==> src/rtl/iir_pkg.sv <==
package iir_pkg;

    // Position of each coefficient inside one section's slot
    typedef enum int {
        CI_A0 = 0,
        CI_A1 = 1,
        CI_A2 = 2,
        CI_B0 = 3,
        CI_B1 = 4,
        CI_B2 = 5
    } coef_idx_e;

    localparam int COEFS_PER_SEC = 6;

    // Scale down by 2^frac, optionally rounding half up
    function automatic logic signed [63:0] requant(input logic signed [63:0] acc,
                                                   input int frac,
                                                   input bit rnd);
        logic signed [63:0] t;
        t = acc;
        if (rnd && frac > 0) t = t + (64'sd1 <<< (frac - 1));
        return t >>> frac;
    endfunction

    // Clamp or wrap to a signed range of the given width
    function automatic logic signed [63:0] limit(input logic signed [63:0] v,
                                                 input int width,
                                                 input bit sat);
        logic signed [63:0] hi;
        logic signed [63:0] lo;
        hi = (64'sd1 <<< (width - 1)) - 64'sd1;
        lo = -hi - 64'sd1;
        if (sat) begin
            if (v > hi) return hi;
            if (v < lo) return lo;
            return v;
        end
        return (v <<< (64 - width)) >>> (64 - width);
    endfunction

endpackage

==> src/rtl/iir_gain_stage.sv <==
module iir_gain_stage #(
    parameter int                         DATA_W   = 16,
    parameter int                         COEF_W   = 16,
    parameter int                         FRAC     = 14,
    parameter logic signed [COEF_W-1:0]   K        = 16'sd16384,
    parameter bit                         ROUND_EN = 1'b1,
    parameter bit                         SAT_EN   = 1'b1
) (
    input  logic                      clk,
    input  logic                      rst,
    input  logic                      en,
    input  logic signed [DATA_W-1:0]  x_i,
    output logic signed [DATA_W-1:0]  g_o
);
    logic signed [DATA_W-1:0] g_d, g_q;
    logic signed [63:0]       prod, q;

    always_comb begin
        prod = 64'(K) * 64'(x_i);
        q    = iir_pkg::limit(iir_pkg::requant(prod, FRAC, ROUND_EN), DATA_W, SAT_EN);
        g_d  = g_q;
        if (rst)     g_d = '0;
        else if (en) g_d = q[DATA_W-1:0];
    end

    always_ff @(posedge clk) g_q <= g_d;

    assign g_o = g_q;

    // reset clears the scaled sample
    a_r7_gain_clear: assert property (@(posedge clk) rst |=> g_o == '0);
    // a zero input scales to zero
    a_r3_gain_zero: assert property (@(posedge clk) disable iff (rst)
        (en && x_i == '0) |=> g_o == '0);
endmodule

==> src/rtl/iir_sos.sv <==
module iir_sos #(
    parameter int                         DATA_W      = 16,
    parameter int                         COEF_W      = 16,
    parameter int                         FRAC        = 14,
    parameter bit                         ROUND_EN    = 1'b1,
    parameter bit                         SAT_EN      = 1'b1,
    parameter bit                         FIRST_ORDER = 1'b0,
    parameter logic signed [COEF_W-1:0]   A0 = '0,
    parameter logic signed [COEF_W-1:0]   A1 = '0,
    parameter logic signed [COEF_W-1:0]   A2 = '0,
    parameter logic signed [COEF_W-1:0]   B1 = '0,
    parameter logic signed [COEF_W-1:0]   B2 = '0
) (
    input  logic                      clk,
    input  logic                      rst,
    input  logic                      en,
    input  logic signed [DATA_W-1:0]  x_i,
    output logic signed [DATA_W-1:0]  y_o
);
    // A first-order variant drops the second tap on both paths
    localparam logic signed [COEF_W-1:0] A2E = FIRST_ORDER ? '0 : A2;
    localparam logic signed [COEF_W-1:0] B2E = FIRST_ORDER ? '0 : B2;

    typedef struct packed {
        logic signed [DATA_W-1:0] x1;
        logic signed [DATA_W-1:0] x2;
        logic signed [DATA_W-1:0] y1;
        logic signed [DATA_W-1:0] y2;
    } sos_st_t;

    sos_st_t            st_d, st_q;
    logic signed [63:0] acc, q;

    always_comb begin
        acc = 64'(A0)  * 64'(x_i)
            + 64'(A1)  * 64'(st_q.x1)
            + 64'(A2E) * 64'(st_q.x2)
            - 64'(B1)  * 64'(st_q.y1)
            - 64'(B2E) * 64'(st_q.y2);
        q    = iir_pkg::limit(iir_pkg::requant(acc, FRAC, ROUND_EN), DATA_W, SAT_EN);
        st_d = st_q;
        if (rst) begin
            st_d = '0;
        end else if (en) begin
            st_d.x2 = st_q.x1;
            st_d.x1 = x_i;
            st_d.y2 = st_q.y1;
            st_d.y1 = q[DATA_W-1:0];
        end
    end

    always_ff @(posedge clk) st_q <= st_d;

    assign y_o = st_q.y1;

    // disabled cycles leave every delayed sample untouched
    a_r8_sec_hold: assert property (@(posedge clk) disable iff (rst)
        !en |=> $stable(st_q));
    // zero state with zero input stays silent
    a_r9_zero_rest: assert property (@(posedge clk) disable iff (rst)
        (en && x_i == '0 && st_q == '0) |=> y_o == '0);
    // reset empties the delay line
    a_r7_sec_clear: assert property (@(posedge clk) rst |=> st_q == '0);
endmodule

==> src/rtl/iir_cascade.sv <==
module iir_cascade #(
    parameter int                       ORDER     = 3,
    parameter int                       DATA_W    = 16,
    parameter int                       COEF_W    = 16,
    parameter int                       COEF_FRAC = 14,
    parameter int                       GAIN_FRAC = 14,
    parameter logic signed [COEF_W-1:0] GAIN_K    = 16'sd12288,
    parameter bit                       ROUND_EN  = 1'b1,
    parameter bit                       SAT_EN    = 1'b1,
    parameter logic [((ORDER+1)/2)*6*COEF_W-1:0] SEC_COEFS = {
        16'sd2000, -16'sd4096, 16'sd16384, 16'sd1000, 16'sd8192, 16'sd8192,
        16'sd4096, -16'sd8192, 16'sd16384, 16'sd4096, 16'sd8192, 16'sd4096
    }
) (
    input  logic                      clk,
    input  logic                      rst,
    input  logic                      en,
    input  logic signed [DATA_W-1:0]  xin,
    output logic signed [DATA_W-1:0]  yout
);
    localparam int NSEC = (ORDER + 1) / 2;
    localparam int CPS  = iir_pkg::COEFS_PER_SEC;
    localparam bit ODD  = (ORDER % 2) == 1;

    // link[0] is the scaled input, link[k+1] the output of section k
    logic signed [DATA_W-1:0] link [NSEC+1];

    iir_gain_stage #(
        .DATA_W(DATA_W), .COEF_W(COEF_W), .FRAC(GAIN_FRAC), .K(GAIN_K),
        .ROUND_EN(ROUND_EN), .SAT_EN(SAT_EN)
    ) u_gain (
        .clk(clk), .rst(rst), .en(en), .x_i(xin), .g_o(link[0])
    );

    for (genvar k = 0; k < NSEC; k++) begin : g_sec
        localparam int BASE = k * CPS;
        iir_sos #(
            .DATA_W(DATA_W), .COEF_W(COEF_W), .FRAC(COEF_FRAC),
            .ROUND_EN(ROUND_EN), .SAT_EN(SAT_EN),
            .FIRST_ORDER(ODD && (k == NSEC - 1)),
            .A0(SEC_COEFS[(BASE + iir_pkg::CI_A0)*COEF_W +: COEF_W]),
            .A1(SEC_COEFS[(BASE + iir_pkg::CI_A1)*COEF_W +: COEF_W]),
            .A2(SEC_COEFS[(BASE + iir_pkg::CI_A2)*COEF_W +: COEF_W]),
            .B1(SEC_COEFS[(BASE + iir_pkg::CI_B1)*COEF_W +: COEF_W]),
            .B2(SEC_COEFS[(BASE + iir_pkg::CI_B2)*COEF_W +: COEF_W])
        ) u_sec (
            .clk(clk), .rst(rst), .en(en), .x_i(link[k]), .y_o(link[k+1])
        );
    end

    assign yout = link[NSEC];

    // output is zero one edge after reset
    a_r7_out_clear: assert property (@(posedge clk) rst |=> yout == '0);
    // output frozen while disabled
    a_r8_out_hold: assert property (@(posedge clk) disable iff (rst)
        !en |=> $stable(yout));
endmodule

==> config.mk <==
export PLATFORM = sky130hd
export DESIGN_NAME = iir_cascade
export DESIGN_NICKNAME = d
export VERILOG_FILES = /design/src/rtl/iir_pkg.sv /design/src/rtl/iir_gain_stage.sv /design/src/rtl/iir_sos.sv /design/src/rtl/iir_cascade.sv
export SDC_FILE = /design/constraint.sdc
export NUM_CORES = 1
export LEC_CHECK = 0
export ABC_AREA = 1
export BUFFER_PORTS_ARGS = -buffer_cell sky130_fd_sc_hd__buf_4
export CAP_MARGIN = 20
export CORE_ASPECT_RATIO = 2
export CORE_MARGIN = 2
export CORE_UTILIZATION = 40
export CTS_BUF_LIST = sky130_fd_sc_hd__clkbuf_16
export CTS_CLUSTER_SIZE = 24
export DETAILED_ROUTE_END_ITERATION = 8
export PLACE_DENSITY = 0.51
export SKIP_LAST_GASP = 1
export SLEW_MARGIN = 30
export SYNTH_ARGS = -nofsm -noshare
export SYNTH_HDL_FRONTEND = slang
export SYNTH_SLANG_ARGS = --single-unit
export TNS_END_PERCENT = 1
==> constraint.sdc <==
create_clock -name clk -period 12.2 [get_ports clk]
set_input_delay 2.44 -clock clk [delete_from_list [all_inputs] [get_ports clk]]
set_output_delay 2.44 -clock clk [all_outputs]
set_load 0.01 [all_outputs]
Word level (Yosys, flattened, before mapping)
Cells that the tools add are included.
- flip-flop bits (word level): 96
- output and inout bits: 16
- bits of input ports: 19
- multipliers: 1
- multiplexer cells: 21
- $add $sub $neg: 11
- magnitude comparators: 6
- operators by type and width (operator ; count):
    $mux W16 ; 12
    $add A64 B15 Y64 const B ; 2
    $sub A64 B64 Y64 ; 2
    $gt A50 B16 Y1 const B ; 2
    $lt A50 B16 Y1 const B ; 2
    $sub A64 B28 Y64 ; 1
    $neg A16 Y52 ; 1
    $neg A16 Y51 ; 1
    $add A31 B15 Y32 const B ; 1
    $add A30 B28 Y31 ; 1
    $add A28 B29 Y30 ; 1
    $add A29 B29 Y30 ; 1
    $mul A3 B16 Y19 const A ; 1
    $gt A18 B16 Y1 const B ; 1
    $lt A18 B16 Y1 const B ; 1
    $mux W1 ; 9

Logic depth before layout (Yosys ltp)
- depth in word-level cells: 10
- gate-level depth with buffers: 41
- gate-level depth less buffers: 40

By module
From an unflattened synthesis, not the netlist that was laid out.
- cell total of the unflattened synthesis: 3601
- area, all modules: 20872.5 µm²
- by module, submodules not included (module ; instances ; seq. area each (µm²) ; cells each ; area an instance (µm²)):
    iir_sos (g_sec[0].u_sec) ; 1 ; 1281.2 ; 1813 ; 10950.5
    iir_sos (g_sec[1].u_sec) ; 1 ; 640.6 ; 1380 ; 7512.2
    iir_gain_stage ; 1 ; 320.3 ; 408 ; 2409.8

Worst setup path before layout
Ideal clock, no wire load.
- path type: register to register
- from: register g_sec[0].u_sec.st_q[33] in the netlist's numbering
- to: register g_sec[0].u_sec.st_q, in the netlist g_sec[0].u_sec.y_o[6]
- setup slack: 6.371 ns
- stages on the path, launching flop included: 40
- data required time: 12.091 ns
- path buffers: 1
- arrival time: 5.720 ns
- cell sequence: dfxtp_1 -> inv_1 -> fa_1 -> inv_1 -> ha_1 -> inv_1 -> fa_1 -> o21ai_0 -> a21o_1 -> a21oi_1 -> o21ai_0 -> nand3_1 -> nand2_1 -> a21o_1 -> a21oi_1 -> o21ai_0 -> xor2_1 -> fa_1 -> (+4 left out) -> inv_1 -> nor2_2 -> nand2_1 -> nand2_2 -> nand2_1 -> nand3_1 -> nand2_1 -> nand2_1 -> nand2_1 -> nor2_1 -> nand2_1 -> nor2_1 -> nand3_1 -> nand3_2 -> buf_6 -> nand3_1 -> nand2_1 -> inv_1
- cells in the longest elaborated chain, start to end: 9
- RTL lines (what ; RTL line ; text):
    start, declared ; iir_sos.sv:31 ; sos_st_t st_d, st_q;
    start signal, assigned ; iir_sos.sv:52 ; always_ff @(posedge clk) st_q <= st_d;
    $add A30 B28 Y31 (*) ; iir_sos.sv:37 ; + 64'(A2E) * 64'(st_q.x2)
    $sub A64 B64 Y64 (*) ; iir_sos.sv:38 ; - 64'(B1) * 64'(st_q.y1)
    $sub A64 B28 Y64 (*) ; iir_sos.sv:39 ; - 64'(B2E) * 64'(st_q.y2);
    $add A64 B15 Y64 (*) ; iir_pkg.sv:21 ; if (rnd && frac > 0) t = t + (64'sd1 <<< (frac - 1));
    $lt A50 B16 Y1 ; iir_pkg.sv:35 ; if (v < lo) return lo;
    $mux W1 (2 in series) ; iir_pkg.sv:35 ;
    $mux W16 ; iir_pkg.sv:36 ; return v;
    $mux W16 (*) ; iir_pkg.sv:35 ;
Every way passes the cells marked *; elsewhere a longest branch is shown, timed or not. The select of a mux whose other input is x is not followed.
A chain may end at the register's enable or synchronous reset.

Worst setup path after layout
- from: register g_sec[0].u_sec.st_q[33] in the netlist's numbering
- to: register g_sec[0].u_sec.st_q, in the netlist g_sec[0].u_sec.y_o[0]
Same word-level chain as after synthesis.

==> out/results.md <==
| Group | Quantity | This run |
|---|---|---|
| outcome | Status | complete, no violations |
| route | Via count | 21,600 |
| layout | Fraction of layout cells with a size suffix above 1 | 4.08% |
| clocking | Inserted Clock Buffers | 9 |
| layout | Fin util | 43.0% |
| global route | Maximum number of pins on one net before global-route repair | 78 |
| clocking | Hold bufs inserted after CTS | 0 |
| die | Chip width | 161 µm |
| global route | Overall global routing resource usage | 30.7% |
| clocking | Cell at the root of the clock tree | sky130_fd_sc_hd__clkbuf_16 |
| critical path | Slowest cell on crit path | sky130_fd_sc_hd__fa_1 |
| synth | Syn avg cell area | 5.78 µm² |
| route | DRC violations left | 0 |
| timing | Worst slew margin | 43.2% |
| route | DR WL/cell | 19.3 µm |
| timing | Final number of max-transition violations | 0 |
| place | Count of buffers inserted at the top-level ports | 34 |
| synth | Count of different cell masters after synthesis | 51 |
| global route | GRT Residual Overflow | 0 |
| route | Post-route antenna net violation count | 0 |
| global route | Number of antenna violations at the first check in global routing | 0 |
| global route | Vias in the first global route | 21,400 |
| hold path | Path class of the lowest-slack min-delay path | reg2reg |
| synth | Number of enable-type register cells in the synthesized netlist | 0 |
| die | Initial core utilization | 40.5% |
| critical path | Beginning of the critical path | g_sec[0].u_sec.st_q[33]$_SDFFE_PP0P_ |
| clocking | Resized Gates After CTS | 0 |
| critical path | Type of element launching the critical path | register |
| critical path | Largest delay contributor family on the critical path | simple AND/OR/NAND/NOR gates |
| clocking | Worst-skew pair later-pin latency | 0.37 ns |
| timing | RSZ-0062 raised after global routing | false |
| clocking | Clock slew at the register clock pins of the worst setup and hold paths | 0.08 ns |
| synth | Synthesized netlist cell count | 3,392 |
| die | Height of the die | 317 µm |
| die | Die area | 50,900 µm² |
| critical path | Critical path's most frequent cell | sky130_fd_sc_hd__nand2_1 |
| timing | Final worst clock skew | 0.0138 ns |
| layout | Most frequent standard cell in the layout excluding fill and tap cells | sky130_fd_sc_hd__nand2_1 |
| synth | Post-synth design cell area | 19,600 µm² |
| timing | Achievable clock frequency | 0.132 GHz |
| route | Number of detailed-routing iterations run before antenna repair | 8 |
| timing | Min Clock Period, post-route | 7.58 ns |
| critical path | Endpoint kind of the worst setup timing path | register |
| die | Core footprint | 48,400 µm² |
| die | Number of primary I/O pins | 35 |
| layout | Layout fillers | 5,365 |
| synth | Proportion of register bits with asynchronous set or reset after synthesis | 0% |
| synth | Register area share after synthesis | 9.80% |
| critical path | Highest net fanout along the worst path | 15 |
| place | Final GP Congestion | 0.990 |
| place | Final HPWL DP | 68.2 mm |
| clocking | Maximum clock insertion buffer count | 2 |
| synth | Register bit total from synthesis | 96 |
| die | Total number of placement rows | 114 |
| clocking | Maximum level of the CTS H-tree | 3 |
| clocking | Post-CTS Setup Inserts | 0 |
| layout | Top library cells by usage in the layout, fill and taps aside | sky130_fd_sc_hd__nand2_1, sky130_fd_sc_hd__inv_1, sky130_fd_sc_hd__nor2_1, sky130_fd_sc_hd__ha_1, sky130_fd_sc_hd__a21oi_1 |
| timing | Total of endpoints with negative setup slack in the final report | 0 |
| timing | Tightest Pin Transition | 0.849 ns |
| synth | Total number of yosys warnings | 0 |
| global route | Wire length of the first global-routing pass | 120 mm |
| critical path | Worst Path Arrival | 7.90 ns |
| run | Reported max-cap violation count | 0 |
| clocking | Number of sinks driven by the clock tree | 96 |
| hold path | Hold path startpoint | g_sec[0].u_sec.st_q[42]$_SDFFE_PP0P_ |
| synth | Synth Flop Type | sky130_fd_sc_hd__dfxtp_1 |
| critical path | Start-to-end type of the worst setup path | reg2reg |
| critical path | WP data required | 12.53 ns |
| route | Detail-routed via count per cell | 5.33 |
| critical path | Worst reg2reg startpoint | g_sec[0].u_sec.st_q[33]$_SDFFE_PP0P_ |
| timing | Number of endpoints with negative hold slack in the final report | 0 |
| timing | Share of the cycle needed by the critical path after routing | 62.1% |
| clocking | Clock tree from TritonCTS | built |
| layout | Net count of the finished layout | 3,729 |
| critical path | Critical path buffer and inverter count | 5 |
| layout | Synthesis-to-finish area growth | 6.03% |
| synth | Synth Net Count | 3,723 |
| layout | Total inserted antenna cells | 0 |
| critical path | Delay of the slowest cell on the worst path | 0.47 ns |
| route | Total Routed Length | 78.0 mm |
| route | Detailed router's first-iteration violation count | 1,408 |
| timing | Total Negative Setup Slacks | 0 ns |
==> final timing paths <==
path	end	slack, ns	depth (start not counted)
worst max-delay path	g_sec[0].u_sec.y_o[0]$_SDFFE_PP0P_	4.62	37
worst min-delay path	g_sec[0].u_sec.st_q[42]$_SDFFE_PP0P_	0.50	2
worst max register to register	g_sec[0].u_sec.y_o[0]$_SDFFE_PP0P_	4.62	37
worst min register to register	g_sec[0].u_sec.st_q[42]$_SDFFE_PP0P_	0.50	2
==> stage by stage <==
stage | setup slack, ns | hold WS, ns | instance area [µm²] | instances
floorplan | 6.37 | 0.459 | 19600 | 3392
finish | 4.62 | 0.499 | 20800 | 4041
global route | 4.08 | 0.531 | 20800 | 4041
global placement | 4.73 | 0.484 | 20500 | 4025
detailed placement | 4.69 | 0.488 | 20500 | 4025
CTS | 4.66 | 0.500 | 20800 | 4041
==> kinds of logic (layout without fill, tap and decap cells) <==
kind of cell    after synthesis  count (layout)  synth area share [%]
simple gates               1791            1791                  38.5
fa+ha+maj                   312             312                  21.6
xor+xnor                    117             117                  5.30
flops                        96              96                  9.80
compound gates              437             437                  12.2
buf+inv                     639             650                  12.5
==> routing by layer <==
metal,part of all wire (%),wire [µm],up-vias,GRT usage [%]
met3,3.0,2370,199,1.98
met1,35,27600,9894,30.1
met2,53,41600,605,60.4
li1,-,-,10900,-
met4,8.3,6460,0,21.8
met5,0,0,-,0
==> state kept, by name, summed over array words and instances, names as in the netlist <==
name and count:
g_sec.u_sec.st_q 48, u_gain.g_o 16, g_sec.u_sec.y_o 32
==> layout make-up <==
| class | instances | area [µm²] | share of cell area [%] |
|---|---|---|---|
| clock buffers | 9 | 225 | 1.08 |
| clock inverters | 7 | 81.3 | 0.391 |
| inverters | 593 | 2230 | 10.7 |
| multi-input cells | 2657 | 15200 | 73.2 |
| flip-flops and latches | 96 | 1920 | 9.25 |
| well taps | 638 | 798 | 3.84 |
| repair buffers | 41 | 308 | 1.48 |
==> worst register-to-register path: cells and delay by family, from the launching register on <==
family / cells / cell delay (ns)
and+or+nand+nor: 18 / 2.76
adders and majority gates: 6 / 2.31
AOI/OAI and AO/OA: 7 / 1.41
buffers and inverters: 5 / 0.50
DFF: 1 / 0.34
xor gates and xnor gates: 1 / 0.24
==> synthesized netlist by cell type, types with 5 or more instances <==
cell type / instances / area, µm²
sky130_fd_sc_hd__buf_4: 5 / 37.5
sky130_fd_sc_hd__a21oi_2: 12 / 105
sky130_fd_sc_hd__xor2_1: 91 / 797
sky130_fd_sc_hd__fa_1: 44 / 881
sky130_fd_sc_hd__nor2_1: 297 / 1110
sky130_fd_sc_hd__nand3_1: 212 / 1060
sky130_fd_sc_hd__nand2_2: 20 / 125
sky130_fd_sc_hd__inv_1: 584 / 2190
sky130_fd_sc_hd__inv_2: 8 / 30.0
sky130_fd_sc_hd__nand2_1: 1074 / 4030
sky130_fd_sc_hd__nor3_2: 6 / 60.1
sky130_fd_sc_hd__a21o_1: 26 / 195
sky130_fd_sc_hd__nor2_2: 16 / 100
sky130_fd_sc_hd__buf_6: 5 / 56.3
sky130_fd_sc_hd__nand3b_1: 12 / 90.1
sky130_fd_sc_hd__dfxtp_1: 96 / 1920
sky130_fd_sc_hd__clkbuf_1: 30 / 113
sky130_fd_sc_hd__o21bai_1: 14 / 105
sky130_fd_sc_hd__ha_1: 268 / 3350
sky130_fd_sc_hd__nand4_1: 93 / 582
sky130_fd_sc_hd__nor3_1: 31 / 155
sky130_fd_sc_hd__a21oi_1: 223 / 1120
sky130_fd_sc_hd__xnor2_1: 24 / 210
sky130_fd_sc_hd__nand3_2: 7 / 70.1
sky130_fd_sc_hd__nor4_1: 7 / 43.8
sky130_fd_sc_hd__o21ai_0: 138 / 691
sky130_fd_sc_hd__o21ai_1: 9 / 45.0
Power is left out: the tool's default activity adds up to more than one toggle a clock period on the data nets, which glitch-free logic cannot reach.
